$ cat config.mk
export PLATFORM = sky130hd
export DESIGN_NAME = host_mailbox_seq
export DESIGN_NICKNAME = d
export VERILOG_FILES = /design/src/rtl/mbx_pkg.sv /design/src/rtl/mbx_step_decode.sv /design/src/rtl/mbx_wait_timer.sv /design/src/rtl/host_mailbox_seq.sv
export SDC_FILE = /design/constraint.sdc
export NUM_CORES = 1
export LEC_CHECK = 0
export ABC_AREA = 1
export BUFFER_PORTS_ARGS = -buffer_cell sky130_fd_sc_hd__buf_2
export CORE_MARGIN = 2
export CORE_UTILIZATION = 51
export CTS_CLUSTER_SIZE = 28
export DETAILED_ROUTE_END_ITERATION = 7
export PLACE_DENSITY = 0.75
export REMOVE_ABC_BUFFERS = 1
export SLEW_MARGIN = 20
export SYNTH_ARGS = -nofsm -noshare
export SYNTH_HDL_FRONTEND = slang
export SYNTH_SLANG_ARGS = --single-unit
export TNS_END_PERCENT = 50
$ cat constraint.sdc
create_clock -name clk -period 6.9 [get_ports clk]
set_clock_uncertainty 0.1 [all_clocks]
set_input_delay 1.38 -clock clk [delete_from_list [all_inputs] [get_ports clk]]
set_output_delay 1.38 -clock clk [all_outputs]
set_load 0.03 [all_outputs]
$ cat src/rtl/mbx_pkg.sv
package mbx_pkg;
  localparam int WORD_BYTES = 4;
  localparam int WORD_W     = 8 * WORD_BYTES;
  localparam int BSEL_W     = $clog2(WORD_BYTES);

  // step numbering: the order of accesses within one transaction
  localparam int I_PEND  = 0;
  localparam int I_CMD   = 1;
  localparam int I_DIN0  = 2;
  localparam int I_KICK  = I_DIN0 + WORD_BYTES;
  localparam int I_POLL  = I_KICK + 1;
  localparam int I_RESP0 = I_POLL + 1;
  localparam int I_CLEAR = I_RESP0 + WORD_BYTES;
  localparam int STEP_W  = $clog2(I_CLEAR + 1);

  typedef logic [STEP_W-1:0] step_t;

  localparam step_t STEP_PEND  = step_t'(I_PEND);
  localparam step_t STEP_CMD   = step_t'(I_CMD);
  localparam step_t STEP_DIN0  = step_t'(I_DIN0);
  localparam step_t STEP_KICK  = step_t'(I_KICK);
  localparam step_t STEP_POLL  = step_t'(I_POLL);
  localparam step_t STEP_RESP0 = step_t'(I_RESP0);
  localparam step_t STEP_CLEAR = step_t'(I_CLEAR);

  localparam logic [7:0] ADDR_PEND  = 8'h3F;
  localparam logic [7:0] ADDR_CMD   = 8'h38;
  localparam logic [7:0] ADDR_DIN0  = 8'h39;
  localparam logic [7:0] ADDR_KICK  = 8'h40;
  localparam logic [7:0] ADDR_STAT  = 8'h02;
  localparam logic [7:0] ADDR_RESP0 = 8'h31;

  localparam logic [7:0] VAL_PEND   = 8'h80;
  localparam logic [7:0] VAL_KICK   = 8'h01;
  localparam int         ALERT_BIT  = 1;
  localparam logic [7:0] ALERT_MASK = 8'h02;

  typedef enum logic [1:0] {
    S_IDLE,
    S_LOAD,
    S_BUS,
    S_WAIT
  } seq_state_t;
endpackage

$ cat src/rtl/mbx_step_decode.sv
module mbx_step_decode
  import mbx_pkg::*;
(
  input  step_t             step,
  input  logic [7:0]        cmd,
  input  logic [WORD_W-1:0] din,
  input  logic [7:0]        status,
  output logic [7:0]        addr,
  output logic              we,
  output logic [7:0]        wdata
);
  logic [7:0]        din_bytes [WORD_BYTES];
  logic [BSEL_W-1:0] din_sel;
  logic [BSEL_W-1:0] resp_sel;

  generate
    for (genvar g = 0; g < WORD_BYTES; g++) begin : g_split
      assign din_bytes[g] = din[8*g +: 8];
    end
  endgenerate

  assign din_sel  = BSEL_W'(step - STEP_DIN0);
  assign resp_sel = BSEL_W'(step - STEP_RESP0);

  always_comb begin
    addr  = ADDR_STAT;
    we    = 1'b0;
    wdata = '0;
    if (step == STEP_PEND) begin
      addr  = ADDR_PEND;
      we    = 1'b1;
      wdata = VAL_PEND;
    end else if (step == STEP_CMD) begin
      addr  = ADDR_CMD;
      we    = 1'b1;
      wdata = cmd;
    end else if (step >= STEP_DIN0 && step < STEP_KICK) begin
      addr  = ADDR_DIN0 + 8'(din_sel);
      we    = 1'b1;
      wdata = din_bytes[din_sel];
    end else if (step == STEP_KICK) begin
      addr  = ADDR_KICK;
      we    = 1'b1;
      wdata = VAL_KICK;
    end else if (step >= STEP_RESP0 && step < STEP_CLEAR) begin
      addr  = ADDR_RESP0 + 8'(resp_sel);
    end else if (step == STEP_CLEAR) begin
      addr  = ADDR_STAT;
      we    = 1'b1;
      wdata = status | ALERT_MASK;
    end
  end
endmodule

$ cat src/rtl/mbx_wait_timer.sv
module mbx_wait_timer #(
  parameter int CYCLES = 5000
) (
  input  logic clk,
  input  logic rst,
  input  logic load,
  input  logic run,
  output logic expired
);
  localparam int CW = (CYCLES > 1) ? $clog2(CYCLES) : 1;

  logic [CW-1:0] cnt;

  always_ff @(posedge clk) begin
    if (rst) begin
      cnt <= '0;
    end else if (load) begin
      cnt <= CW'(CYCLES - 1);
    end else if (run && cnt != '0) begin
      cnt <= cnt - CW'(1);
    end
  end

  assign expired = run && (cnt == '0);
endmodule

$ cat src/rtl/host_mailbox_seq.sv
module host_mailbox_seq
  import mbx_pkg::*;
#(
  parameter int WAIT_CYCLES = 5000,
  parameter int MAX_POLLS   = 11
) (
  input  logic        clk,
  input  logic        rst,
  input  logic        start,
  input  logic [7:0]  cmd,
  input  logic [31:0] din,
  input  logic        rd,
  output logic        busy,
  output logic        done,
  output logic        err,
  output logic [31:0] dout,
  output logic        bus_req,
  output logic [7:0]  bus_addr,
  output logic        bus_we,
  output logic [7:0]  bus_wdata,
  input  logic [7:0]  bus_rdata,
  input  logic        bus_ack,
  input  logic        bus_err
);
  localparam int PCW = $clog2(MAX_POLLS + 1);

  seq_state_t        state;
  step_t             step;
  logic [PCW-1:0]    poll_cnt;
  logic [7:0]        cmd_q;
  logic [WORD_W-1:0] din_q;
  logic              rd_q;
  logic [7:0]        status_q;
  logic [7:0]        dec_addr;
  logic              dec_we;
  logic [7:0]        dec_wdata;
  logic              tmr_expired;
  logic              acc_ok;
  logic              poll_hit;
  logic              last_poll;
  logic              go_wait;
  logic [BSEL_W-1:0] resp_sel;

  mbx_step_decode u_dec (
    .step   (step),
    .cmd    (cmd_q),
    .din    (din_q),
    .status (status_q),
    .addr   (dec_addr),
    .we     (dec_we),
    .wdata  (dec_wdata)
  );

  assign acc_ok    = (state == S_BUS) && bus_ack && !bus_err;
  assign poll_hit  = bus_rdata[ALERT_BIT];
  assign last_poll = (poll_cnt == PCW'(MAX_POLLS - 1));
  assign go_wait   = acc_ok && (step == STEP_POLL) && !poll_hit && !last_poll;
  assign resp_sel  = BSEL_W'(step - STEP_RESP0);

  mbx_wait_timer #(.CYCLES(WAIT_CYCLES)) u_tmr (
    .clk     (clk),
    .rst     (rst),
    .load    (go_wait),
    .run     (state == S_WAIT),
    .expired (tmr_expired)
  );

  always_ff @(posedge clk) begin
    if (rst) begin
      state     <= S_IDLE;
      step      <= STEP_PEND;
      poll_cnt  <= '0;
      cmd_q     <= '0;
      din_q     <= '0;
      rd_q      <= 1'b0;
      status_q  <= '0;
      busy      <= 1'b0;
      done      <= 1'b0;
      err       <= 1'b0;
      dout      <= '0;
      bus_req   <= 1'b0;
      bus_addr  <= '0;
      bus_we    <= 1'b0;
      bus_wdata <= '0;
    end else begin
      done <= 1'b0;
      unique case (state)
        S_IDLE: begin
          if (start) begin
            cmd_q    <= cmd;
            din_q    <= din;
            rd_q     <= rd;
            dout     <= '0;
            err      <= 1'b0;
            busy     <= 1'b1;
            step     <= STEP_PEND;
            poll_cnt <= '0;
            state    <= S_LOAD;
          end
        end
        S_LOAD: begin
          bus_req   <= 1'b1;
          bus_addr  <= dec_addr;
          bus_we    <= dec_we;
          bus_wdata <= dec_wdata;
          state     <= S_BUS;
        end
        S_BUS: begin
          if (bus_err) begin
            bus_req <= 1'b0;
            busy    <= 1'b0;
            done    <= 1'b1;
            err     <= 1'b1;
            state   <= S_IDLE;
          end else if (bus_ack) begin
            bus_req <= 1'b0;
            state   <= S_LOAD;
            if (step < STEP_POLL) begin
              step <= step + step_t'(1);
            end else if (step == STEP_POLL) begin
              status_q <= bus_rdata;
              poll_cnt <= poll_cnt + PCW'(1);
              if (poll_hit) begin
                step <= rd_q ? STEP_RESP0 : STEP_CLEAR;
              end else if (last_poll) begin
                busy  <= 1'b0;
                done  <= 1'b1;
                err   <= 1'b1;
                state <= S_IDLE;
              end else begin
                state <= S_WAIT;
              end
            end else if (step < STEP_CLEAR) begin
              dout[8*resp_sel +: 8] <= bus_rdata;
              step <= step + step_t'(1);
            end else begin
              busy  <= 1'b0;
              done  <= 1'b1;
              state <= S_IDLE;
            end
          end
        end
        S_WAIT: begin
          if (tmr_expired) state <= S_LOAD;
        end
        default: state <= S_IDLE;
      endcase
    end
  end
endmodule

# After elaboration in Yosys (flattened, before gate mapping)
# Index checks and enable logic that the tools add are counted.
[totals]
memories = 0
in_bits = 54
romBits = 0
regBits = 125
latch_bits = 0
word_cells = 174
ramBits = 0
[op_classes]
n_addsub = 8
n_div = 0
order_cmp = 6
eq_ne = 26
mul = 0
n_reduce_logical = 30
shifts = 2
n_bitwise = 4
muxes = 81
[ops]
columns = ["operator", "n"]
rows = [
  ["$mux W32", 6],
  ["$mux W8", 13],
  ["$pmux W32 S2", 1],
  ["$mux W4", 11],
  ["$neg A5 Y34", 1],
  ["$shift A8 B34 Y32 const A", 1],
  ["$shiftx A8 B34 Y32", 1],
  ["$bwmux W32", 1],
  ["$mux W1", 31],
  ["$mux W13", 2],
  ["$reduce_and A7 Y1", 3],
  ["$bmux W8 S2", 1],
  ["$mux W2", 8],
  ["$ne A4 B4 Y1 const B", 4],
  ["$pmux W4 S2", 2],
  ["$add A6 B2 Y7 const A", 2],
  ["$logic_not A13 Y1", 1],
  ["$reduce_bool A13 Y1", 1],
  ["$sub A13 B1 Y13 const B", 1],
  ["$ne A2 B2 Y1 const B", 6],
  ["$ne A3 B3 Y1 const B", 4],
  ["$reduce_and A6 Y1", 2],
  ["$logic_and A1 B1 Y1", 9],
  ["$add A4 B1 Y4 const B", 2],
  ["28 further kinds", 43],
]

# Longest topological paths before layout
# Gate-level depths: netlist of the first run.
[logic_depth]
depth_word = 10
ltp_mapped = 11

# Modules after synthesis
# A second synthesis of the first run with hierarchy kept.
[hier_totals]
hier_cells = 950
area_unflattened_um2 = 6336.1
[modules_own_cells]
columns = ["mod", "seq_area_each_um2", "cells_each", "instances", "area_per_inst_um2"]
rows = [
  ["host_mailbox_seq", 2242.2, 653, 1, 4697.0],
  ["mbx_wait_timer", 260.2, 150, 1, 917.1],
  ["mbx_step_decode", 0.0, 147, 1, 721.9],
]

# Worst setup path before layout of the first run
# Ideal clock, no wire load.
[synth_timing]
kind = "input to register"
start = "input bus_err"
end = "register dout[5]"
arrival_ns = 2.264
setup_slack_ns = 4.465
setup_time_ns = 0.070
t_required_ns = 6.730
cell_stages = 7
path_buffers = 2
path_cell_list = "nor2_4 nand2_2 a21oi_4 buf_4 buf_6 nand4_1 a21oi_1"
[synth_via]
elab_chain_cells = 2
[synth_lines]
columns = ["element", "line_no", "source"]
rows = [
  ["start, declared", "host_mailbox_seq.sv:23", "input logic bus_err"],
  ["$ne A2 B2 Y1 (no source line)", "-", ""],
  ["$reduce_and A7 Y1 (no source line)", "-", ""],
  ["end signal, assigned by index", "host_mailbox_seq.sv:134", "dout[8*resp_sel +: 8] <= bus_rdata;"],
  ["end, declared", "host_mailbox_seq.sv:16", "output logic [31:0] dout,"],
]
# Every way passes these cells.
# A chain may end at the register's enable or synchronous reset.

# Worst setup path in the final report of the first run
[layout_timing]
start = "register step[1]"
end = "register dout[1]"
[layout_via]
elab_chain_cells = 10
elab_cells_between_ends = 18
cone_classes = "add/sub (2); order compare (2); eq/ne (4); shift (2); mux (7); reduce/logical (1)"
[layout_lines]
columns = ["element", "line_no", "source"]
rows = [
  ["start, declared", "host_mailbox_seq.sv:28", "step_t step;"],
  ["start signal, assigned", "host_mailbox_seq.sv:119", "step <= step + step_t'(1);"],
  ["start signal, assigned", "host_mailbox_seq.sv:124", "step <= rd_q ? STEP_RESP0 : STEP_CLEAR;"],
  ["start signal, assigned", "host_mailbox_seq.sv:135", "step <= step + step_t'(1);"],
  ["$sub A2 B1 Y2", "host_mailbox_seq.sv:58", "assign resp_sel = BSEL_W'(step - STEP_RESP0);"],
  ["$neg A5 Y34", "host_mailbox_seq.sv:134", ""],
  ["$shiftx A8 B34 Y32 / $shift A8 B34 Y32 (equally long branches)", "host_mailbox_seq.sv:134", ""],
  ["$bwmux W32", "host_mailbox_seq.sv:134", ""],
  ["$mux W32", "host_mailbox_seq.sv:133", "end else if (step < STEP_CLEAR) begin"],
  ["$mux W32", "host_mailbox_seq.sv:120", "end else if (step == STEP_POLL) begin"],
  ["$mux W32", "host_mailbox_seq.sv:118", "if (step < STEP_POLL) begin"],
  ["$mux W32", "host_mailbox_seq.sv:115", "end else if (bus_ack) begin"],
  ["$mux W32", "host_mailbox_seq.sv:109", "if (bus_err) begin"],
  ["$pmux W32 S2", "host_mailbox_seq.sv:87", "unique case (state)"],
]
# Several ways; a longest one is shown, not always the timed one. The select of a mux whose other input is x is not followed.

==> results of run 1 <==
==> placed cells by master (no fill, tap or decap), types with 2 or more instances in the layout <==
cell type,synthesis,routed
nor3_1,6,5
nand2_1,188,188
buf_2,7,105
ha_1,14,14
a31oi_1,5,5
xor2_1,2,2
nand4_1,33,33
nor2_1,149,149
o211ai_1,9,9
buf_4,4,4
clkbuf_8,0,7
clkbuf_16,0,17
clkinv_1,3,3
or2_2,2,2
a21boi_0,2,2
dfxtp_1,122,122
nand3_1,51,51
inv_1,72,72
o21ai_0,74,74
a21oi_1,76,76
==> where the power goes <==
group	internal (W)	total (W)	leakage (nW)	switching [W]
clock network	0.000550	0.000842	0.279	0.000292
registers	0.000786	0.000840	0.995	0.0000540
logic	0.000185	0.000673	1.85	0.000488
==> worst paths after layout <==
kind	depth (start not counted)	startpoint	endpoint
setup / recovery	7	step[1]$_SDFFE_PP0P_	dout[1]$_SDFFE_PP0P_
hold / removal	2	din_q[23]$_SDFFE_PP0P_	din_q[23]$_SDFFE_PP0P_
setup reg to reg	7	step[1]$_SDFFE_PP0P_	dout[1]$_SDFFE_PP0P_
hold reg to reg	2	din_q[23]$_SDFFE_PP0P_	din_q[23]$_SDFFE_PP0P_
==> final cells by class <==
class	count	area, µm²
clock buffer	25	525.5
clock inverter	2	35.03
fill	1101	4374
inverter	76	285.3
multi-input combinational	622	2924
sequential	122	2442
tap	143	178.9
timing repair buffer	109	555.5
==> registers in the layout (all words and copies together) (netlist names), 6 cells and up <==
name       flops
din_q         32
cmd_q          8
u_tmr.cnt     13
status_q       7
bus_addr       6
dout          32
bus_wdata      8
==> routing by layer <==
layer,vias to the layer above,global-route usage (%)
met1,2558,33.41
met3,27,5.850
met2,165,37.22
li1,2983,-
met4,0,10.04
met5,-,0
==> logic make-up (layout without fill, tap and decap cells) <==
family	Yosys count	after routing	share of synthesized area, %
AO/OA/AOI/OAI	171	171	15.58
XOR/XNOR	2	2	0.2996
adder cells (fa/ha/maj)	14	14	2.996
buffers and inverters	121	212	8.303
flip-flops	122	122	41.77
other	1	1	0.06414
AND/OR/NAND/NOR	434	434	30.99
==> worst max-delay path: stages (launching register included) <==
cell      delay, ns
dfxtp_1        0.76
clkinv_1       0.59
ha_1           0.61
inv_1          0.20
nand2_1        0.06
nor3_1         0.55
nand4_1        0.18
a21oi_1        0.18
==> metrics by stage <==
step	utilization (%)	setup slack [ns]	hold slack [ns]	std cells	total power (W)
after global routing	61.36	3.389	0.3682	1099	0.002493
after floorplan	-	3.566	0.3259	820	0.001317
after CTS	61.32	3.623	0.3539	1099	0.002358
final	61.36	3.599	0.3500	1099	0.002356
after detailed placement	56.37	3.587	0.3470	1072	0.001518
after global placement	56.37	3.637	0.3372	1072	0.001511
==> metrics.txt, run 1 <==
status=completed; initial antenna violation count=0; Routed Antenna Nets=0; asr flop ratio synth=0%; CTS resizes=0; DR vias/cell=5.217; Initial DRC Count=approximately 380; Synth Flop Type=dfxtp_1; Mean Syn Cell Area=slightly below 7 µm²; CTS Buf Count=17; CTS Sinks=between 100 and 150; metal2 WL=roughly 6.5 mm; CTS Buffer Depth=2; register area share after synthesis=a little over two fifths; Lkg Pwr=3.126 nW; YS warnings=0; Slew Limit Fails=0; share of cells above drive strength 1=15.06%; root buffer cell=clkbuf_16; RSZ-0062 raised after global routing=false; Routed WL=between 10 and 15 mm; row count=39; max_cap viols=0; Initial Utilization=between 50% and 60%; Clk pin slew, worst setup/hold paths=roughly 0.05 ns; post-synth top area share=a little over two fifths; Top Ports=107; Placer Congestion=between 0.8 and 0.9; placed standard-cell area=roughly 0.0064 mm²; vias=5733; crit share post-route=47.84%; CTS tree=done; netlist area before placement=just under 0.006 mm²; endpoint type of the worst setup path=flip-flop; Worst Max-Slew Pin Slew=1.001 ns; Synth top cells by count=nand2_1 (188), nor2_1 (149), dfxtp_1 (122); first-pass GRT wire length=24.96 mm; drt drc=0; Synth area leaders=dfxtp_1 (42%), nand2_1 (12%), nor2_1 (9.6%); Total Nets Final=roughly 1000; crit path kind=reg -> reg; Synth Register Bits=about 120; met3 routed WL=863 µm; Die Height=between 100 and 150 µm; hpwl dp=9.802 mm; number of global-route vias before repair=approximately 5300; fin crit period=3.301 ns; Rel. slew slack=~33%; post-route cell area=0.006947 mm²; pin count of the biggest net entering global routing=58; Final setup viols=0; pwr dens=between 300 and 400 mW/mm²; CORE AREA=approximately 0.011 mm²; synth unique cells=33; Crit Path Max Fanout=16; Port Buffers=approximately 110; area leader, netlist=dfxtp_1; Max Fclk=302.9 MHz; Mapped Cells=around 870; Hold Vio Cnt, Final=0; Initial DRT Pass Iterations=5; Hold Buf Count CTS=0; H-Tree Depth=4; All-Layer GR Usage=between 20% and 30%; reg-to-reg slack, setup=about 3.6 ns; Worst EP required=7.15 ns; Setup TNS Final=0 ns; number of synthesized flops with an enable pin=0; P&R area growth vs syn=18.81%; Arr. time, crit path=3.55 ns; launching element type of the critical path=flip-flop; Die Area=roughly 0.012 mm²; antenna fix cells=0; Clock Latency Late Sink=about 0.42 ns; post-CTS setup-driven buffer insertion count=0; wl on met1=roughly 6.9 mm; gr ovfl total=0; HP Class=reg -> reg; Max IR drop VDD=about 0.21 mV; uppermost layer routed=met4; drt wl/cell=between 10 and 15 µm; most common cell in the netlist=nand2_1; die width=approximately 110 µm
(Power assumes the default switching activity.)
==> run 2: changes to the inputs <==
Settings changed: CORE_UTILIZATION 51 to 50, PLACE_DENSITY 0.75 to 0.77.
Clock period 6.9 ns to 2.9 ns, I/O delays scaled along.
==> run 2 against run 1 <==
  * Worst setup slack got worse by 3.0 ns
  * Non-clock buffer count increased by 13
  * Register-to-register slack got worse by 3.0 ns
  * Clock power increased by 110%
  * Critical endpoint is now step[3]$_SDFFE_PP0P_
==> metrics.txt, run 2 (synthesis gave the netlist of run 1 again) <==
Worst Max-Slew Pin Slew=0.7219 ns; number of global-route vias before repair=5346; Initial DRT Pass Iterations=6; Rel. slew slack=roughly half; crit share post-route=between 70% and 80%; Routed Antenna Nets=0; antenna fix cells=0; Placer Congestion=between 0.9 and 1; HP Class=in -> reg; commonest non-fill, non-tap cell in the layout=nand2_1; Routed WL=14.68 mm; final core utilization=61.13%; RSZ-0062 raised after global routing=false; status=completed; Placed Instances=1085; combinational share of power=between 30 and 40%; CTS Sinks=~120; CTS Buf Count=17; NetSw=0.001987 W; CTS Buffer Depth=2; CTS tree=done; Hold Vio Cnt, Final=0; die width=112.1 µm; Setup TNS Final=0 ns; Worst Min Path Start=din[22]; P&R area growth vs syn=19.39%; Clk pin slew, worst setup/hold paths=about 0.05 ns; Max Fclk=between 400 and 500 MHz; share of cells above drive strength 1=15.88%; CTS resizes=0; Hold Buf Count CTS=0; All-Layer GR Usage=23.96%; Top Ports=approximately 110; drt drc=0; Port Buffers=roughly 110; Arr. time, crit path=2.51 ns; Final setup viols=0; Total Nets Final=between 1000 and 1500; Die Height=112.1 µm; Clock Latency Late Sink=around 0.41 ns; most frequent cells in the layout=nand2_1 (188), nor2_1 (149), dfxtp_1 (122); Regs by FF count=din_q x32, dout x32, u_tmr.cnt x13; Int Pwr=around 0.0035 W; Die Area=between 0.01 and 0.015 mm²; Seq pwr share=approximately 36%; Worst EP required=3.10 ns; pin count of the biggest net entering global routing=57; launching element type of the critical path=flip-flop; Slew Limit Fails=0; root buffer cell=clkbuf_16; fin crit period=approximately 2.3 ns; Fillers=roughly 1100; pwr dens=roughly 790 mW/mm²; Crit Reg-Reg Startpoint=state[0]$_SDFFE_PP0P_; crit path kind=reg -> reg; endpoint type of the worst setup path=flip-flop; gr ovfl total=0; Crit Path Max Fanout=17; hpwl dp=10.30 mm; drt wl/cell=between 10 and 15 µm; Initial Utilization=between 50% and 60%; Worst setup startpoint=state[0]$_SDFFE_PP0P_; initial antenna violation count=0; max_cap viols=0; vias=slightly below 6000; row count=39; H-Tree Depth=4; Sw Ratio=a little over a third; post-CTS setup-driven buffer insertion count=0; CORE AREA=about 0.011 mm²; Initial DRC Count=420; clock power share=33.0%; Lkg Pwr=3.162 nW; Non-Filler Instances=around 1100; Max IR drop VDD=~0.48 mV; first-pass GRT wire length=24.78 mm; DR vias/cell=around 5.2
==> run 2: changes by cell type in the layout (fill, tap and decap cells not counted) <==
cell,before,now
buf_4,4,17
bufinv_16,1,0
clkbuf_1,1,4
clkbuf_8,7,3
clkinv_2,1,4
nor3_1,5,6
nor3_2,1,0
==> run 2: area by class of cell <==
| type | count | area, µm² | share of cell area, % |
|---|---|---|---|
| Clock buffer | 24 | 481.7 | 6.901 |
| Timing Repair Buffer | 122 | 653.1 | 9.357 |
| Tap cell | 143 | 178.9 | 2.563 |
| Sequential cell | 122 | 2442 | 34.99 |
| Clock inverter | 4 | 20.02 | 0.2868 |
| Inverter | 76 | 285.3 | 4.087 |
| Multi-Input combinational cell | 622 | 2919 | 41.82 |
==> run 2: power by group through the flow <==
stage | clock network (W) | logic, W | registers (W)
floorplan | 0 | 0.000993 | 0.00214
global placement | 0 | 0.00164 | 0.00202
detailed placement | 0 | 0.00166 | 0.00202
CTS | 0.00183 | 0.00167 | 0.00199
global route | 0.00190 | 0.00188 | 0.00202
finish | 0.00181 | 0.00168 | 0.00200
==> run 2: worst paths after layout <==
check	to	slack (ns)	cells past startpoint
worst max-delay path	step[3]$_SDFFE_PP0P_	0.59	10
worst min register to register	din_q[23]$_SDFFE_PP0P_	0.35	2
worst min-delay path	din_q[22]$_SDFFE_PP0P_	0.32	3
worst max register to register	step[3]$_SDFFE_PP0P_	0.59	10
==> run 2: critical path, cell delays in order (launching register included) <==
cell and delay, ns:
dfxtp_1 0.37, inv_1 0.10, ha_1 0.23, inv_2 0.25
nand2_1 0.16, a21oi_4 0.39, nand3_1 0.29, nand2_1 0.15
nand2_1 0.06, o21ai_0 0.07, inv_1 0.05
==> run 2: metrics by stage <==
stage	instance area [µm²]	setup WS, ns	hold slack (ns)	total power [W]
finish	6980	0.5896	0.3184	0.005483
global route	6980	0.2956	0.3216	0.005806
CTS	6980	0.6230	0.3167	0.005492
detailed placement	6479	0.6379	0.3377	0.003680
global placement	6479	0.6793	0.3348	0.003660
floorplan	5647	-0.007468	0.3259	0.003134
==> run 2: routing by layer <==
metal | GRT usage [%] | vias to the layer above | wire (µm)
met5 | 0 | - | 0
met4 | 8.780 | 0 | 279
met3 | 5.724 | 19 | 1014
met2 | 37.47 | 204 | 6644
met1 | 32.46 | 2575 | 6738
li1 | - | 3008 | -
==> run 3: changes to the inputs <==
Settings changed: ABC_AREA 1 to 0, CORE_UTILIZATION 50 to 51, PLACE_DENSITY 0.77 to 0.75.
Clock period 2.9 ns to 2.4 ns, I/O delays scaled along.
==> run 3 against run 2 <==
  * Cell area down 1.2%
  * Die area down 6.7%
  * Sequential share of layout area up 0.42 points
  * Largest cell class unchanged
  * Largest power group is now clock
  * Highest routed layer unchanged
==> metrics.txt, run 3 <==
area occupied by multi-input gates=0.002877 mm²; vias=around 5200; row count=38; Synth top cells by count=dfxtp_1 (122), nand2_1 (106), a21oi_1 (80); Synth Register Bits=roughly 120; CTS Buffer Depth=2; register area=~0.0024 mm²; Synth area leaders=dfxtp_1 (44%), a21oi_1 (7.2%), nand2_1 (7.2%); worst-path cell chain=inv_1 -> ha_2 -> or3b_2 -> o41a_4 -> or4b_1 -> a21oi_1; Port Buffers=approximately 110; slowest cell on the critical path=or4b_1; Worst Max-Slew Pin Slew=about 0.86 ns; drt drc=0; share of cells above drive strength 1=~25%; Clock Latency Late Sink=between 0.5 and 0.6 ns; CTS Buf Count=17; Top Ports=approximately 110; simple-gate share of the synthesized area=~22%; die width=about 110 µm; endpoint type of the worst setup path=flip-flop; pin count of the biggest net entering global routing=44; post-synthesis xor/xnor area fraction=less than 1%; asr flop ratio synth=0%; final core utilization=between 60% and 70%; CTS tree=done; antenna fix cells=0; number of synthesized flops with an enable pin=0; number of global-route vias before repair=4837; H-Tree Depth=4; Lkg Pwr=2.749 nW; root buffer cell=clkbuf_8; post-synth top area share=roughly 44%; Worst EP required=roughly 2.8 ns; initial antenna violation count=0; max_cap viols=0; Rel. slew slack=42.68%; crit-path max cell delay=about 0.52 ns; Clk pin slew, worst setup/hold paths=around 0.060 ns; CORE AREA=around 0.011 mm²; Crit Path Max Fanout=7; Mapped Cells=643; fin crit period=around 2.3 ns; Final setup viols=0; Fillers=960; main combinational cell family by area after synthesis=simple AND/OR/NAND/NOR gates; Regs by FF count=din_q x32, dout x32, u_tmr.cnt x13; dpl ws=roughly 0.07 ns; P&R area growth vs syn=24.33%; drt wl/cell=between 15 and 20 µm; Initial DRT Pass Iterations=5; most frequent cells in the layout=dfxtp_1 (122), nand2_1 (106), buf_2 (104); Hold Vio Cnt, Final=0; hpwl dp=roughly 10 mm; Mean Syn Cell Area=around 8.6 µm²; synth unique cells=64; register area share after synthesis=about 44%; pwr dens=between 700 and 800 mW/mm²; gr ovfl total=0; Slew Limit Fails=0; Hold Buf Count CTS=0; Initial Utilization=slightly above 50%; worst hold slack=about 0.089 ns; CTS Sinks=about 120; commonest non-fill, non-tap cell in the layout=dfxtp_1; Routed WL=roughly 14 mm; DR vias/cell=around 5.7; Initial DRC Count=roughly 340; Arr. time, crit path=2.66 ns; first-pass GRT wire length=roughly 23 mm; Compound-Gate Fraction of Synth Area=about a fifth; crit share post-route=95.82%; Max IR drop VDD=a little over 0.7 mV; Routed Antenna Nets=0; All-Layer GR Usage=approximately a quarter; YS warnings=0; crit path kind=reg -> reg; HP Class=in -> reg; multiplexer area fraction after synthesis=a little under 5%; status=completed; RSZ-0062 raised after global routing=false; Synth Area in Adders=under 10%; area leader, netlist=dfxtp_1; launching element type of the critical path=flip-flop; PnR worst setup slack=0.1003 ns; Max Fclk=roughly 430 MHz; netlist area before placement=roughly 0.0055 mm²; Placer Congestion=0.9226; Synth Flop Type=dfxtp_1; Die Area=~0.012 mm²; Total Nets Final=roughly 820; Die Height=108.3 µm; most common cell in the netlist=dfxtp_1
run 3: cell count changes after synthesis, sizes merged, moves of 10 or more:
| cell | change |
|---|---|
| nand3 | -31 |
| o21ai | -58 |
| nand2 | -83 |
| a22oi | +10 |
| inv | -59 |
| nand4 | -31 |
| nand2b | +21 |
| nor2 | -108 |
run 3: power breakdown:
| part | total, W | internal (W) | switching [W] |
|---|---|---|---|
| clock | 0.00246 | 0.00151 | 0.000949 |
| combinational | 0.000604 | 0.000218 | 0.000386 |
| sequential | 0.00216 | 0.00211 | 0.0000459 |
| total | 0.00522 | 0.00384 | 0.00138 |
run 3: layout make-up:
type,count,area share [%]
flip-flops and latches,122,35.41
inverters,14,0.7618
clock buffers,19,6.258
well taps,140,2.539
clock inverters,13,2.086
repair buffers,138,11.25
multi-input cells,461,41.70
run 3: final timing paths:
check	slack [ns]	cells past startpoint	endpoint	from
max	0.10	6	state[1]$_SDFFE_PP0P_	u_tmr.cnt[0]$_SDFFE_PP0P_
min	0.09	3	din_q[13]$_SDFFE_PP0P_	din[13]
max reg2reg	0.10	6	state[1]$_SDFFE_PP0P_	u_tmr.cnt[0]$_SDFFE_PP0P_
min reg2reg	0.35	2	din_q[20]$_SDFFE_PP0P_	din_q[20]$_SDFFE_PP0P_
run 3: cells by family (layout without fill, tap and decap cells):
| logic type | after synthesis | in the layout |
|---|---|---|
| DFF | 122 | 122 |
| AOI/OAI and AO/OA | 175 | 175 |
| xor gates and xnor gates | 5 | 5 |
| buffers and inverters | 60 | 184 |
| adders and majority gates | 14 | 14 |
| other | 1 | 1 |
| muxes | 17 | 17 |
| and+or+nand+nor | 249 | 249 |
run 3: repair_timing:
item | 4_1_cts | 5_1_grt
setup endpoints to repair | 0 | 38
hold endpoints to repair | 0 | 0
buffers inserted | 0 | 3
resized for setup | 0 | 4
run 3: per-layer routing:
layer  track usage (%)  share of wire, %
met1             30.34                42
met2             43.04                51
met3             6.389               6.3
met4             9.341               1.4
met5                 0                 0
run 3: critical path, delay by kind of cell (launching register included):
kind,cells,cell delay [ns]
simple gates,2,0.98
compound gates,2,0.55
flops,1,0.33
fa+ha+maj,1,0.21
buf+inv,1,0.06
run 3: per-stage QoR:
step                      instances  power (W)  cell area (µm²)  TNS [ns]
final                           907   0.005221             6898         0
after global routing            907   0.005426             6898         0
after CTS                       904   0.005250             6868         0
after global placement          872   0.002777             6292         0
after detailed placement        872   0.002795             6292         0
after floorplan                 597   0.002548             5364    -2.236
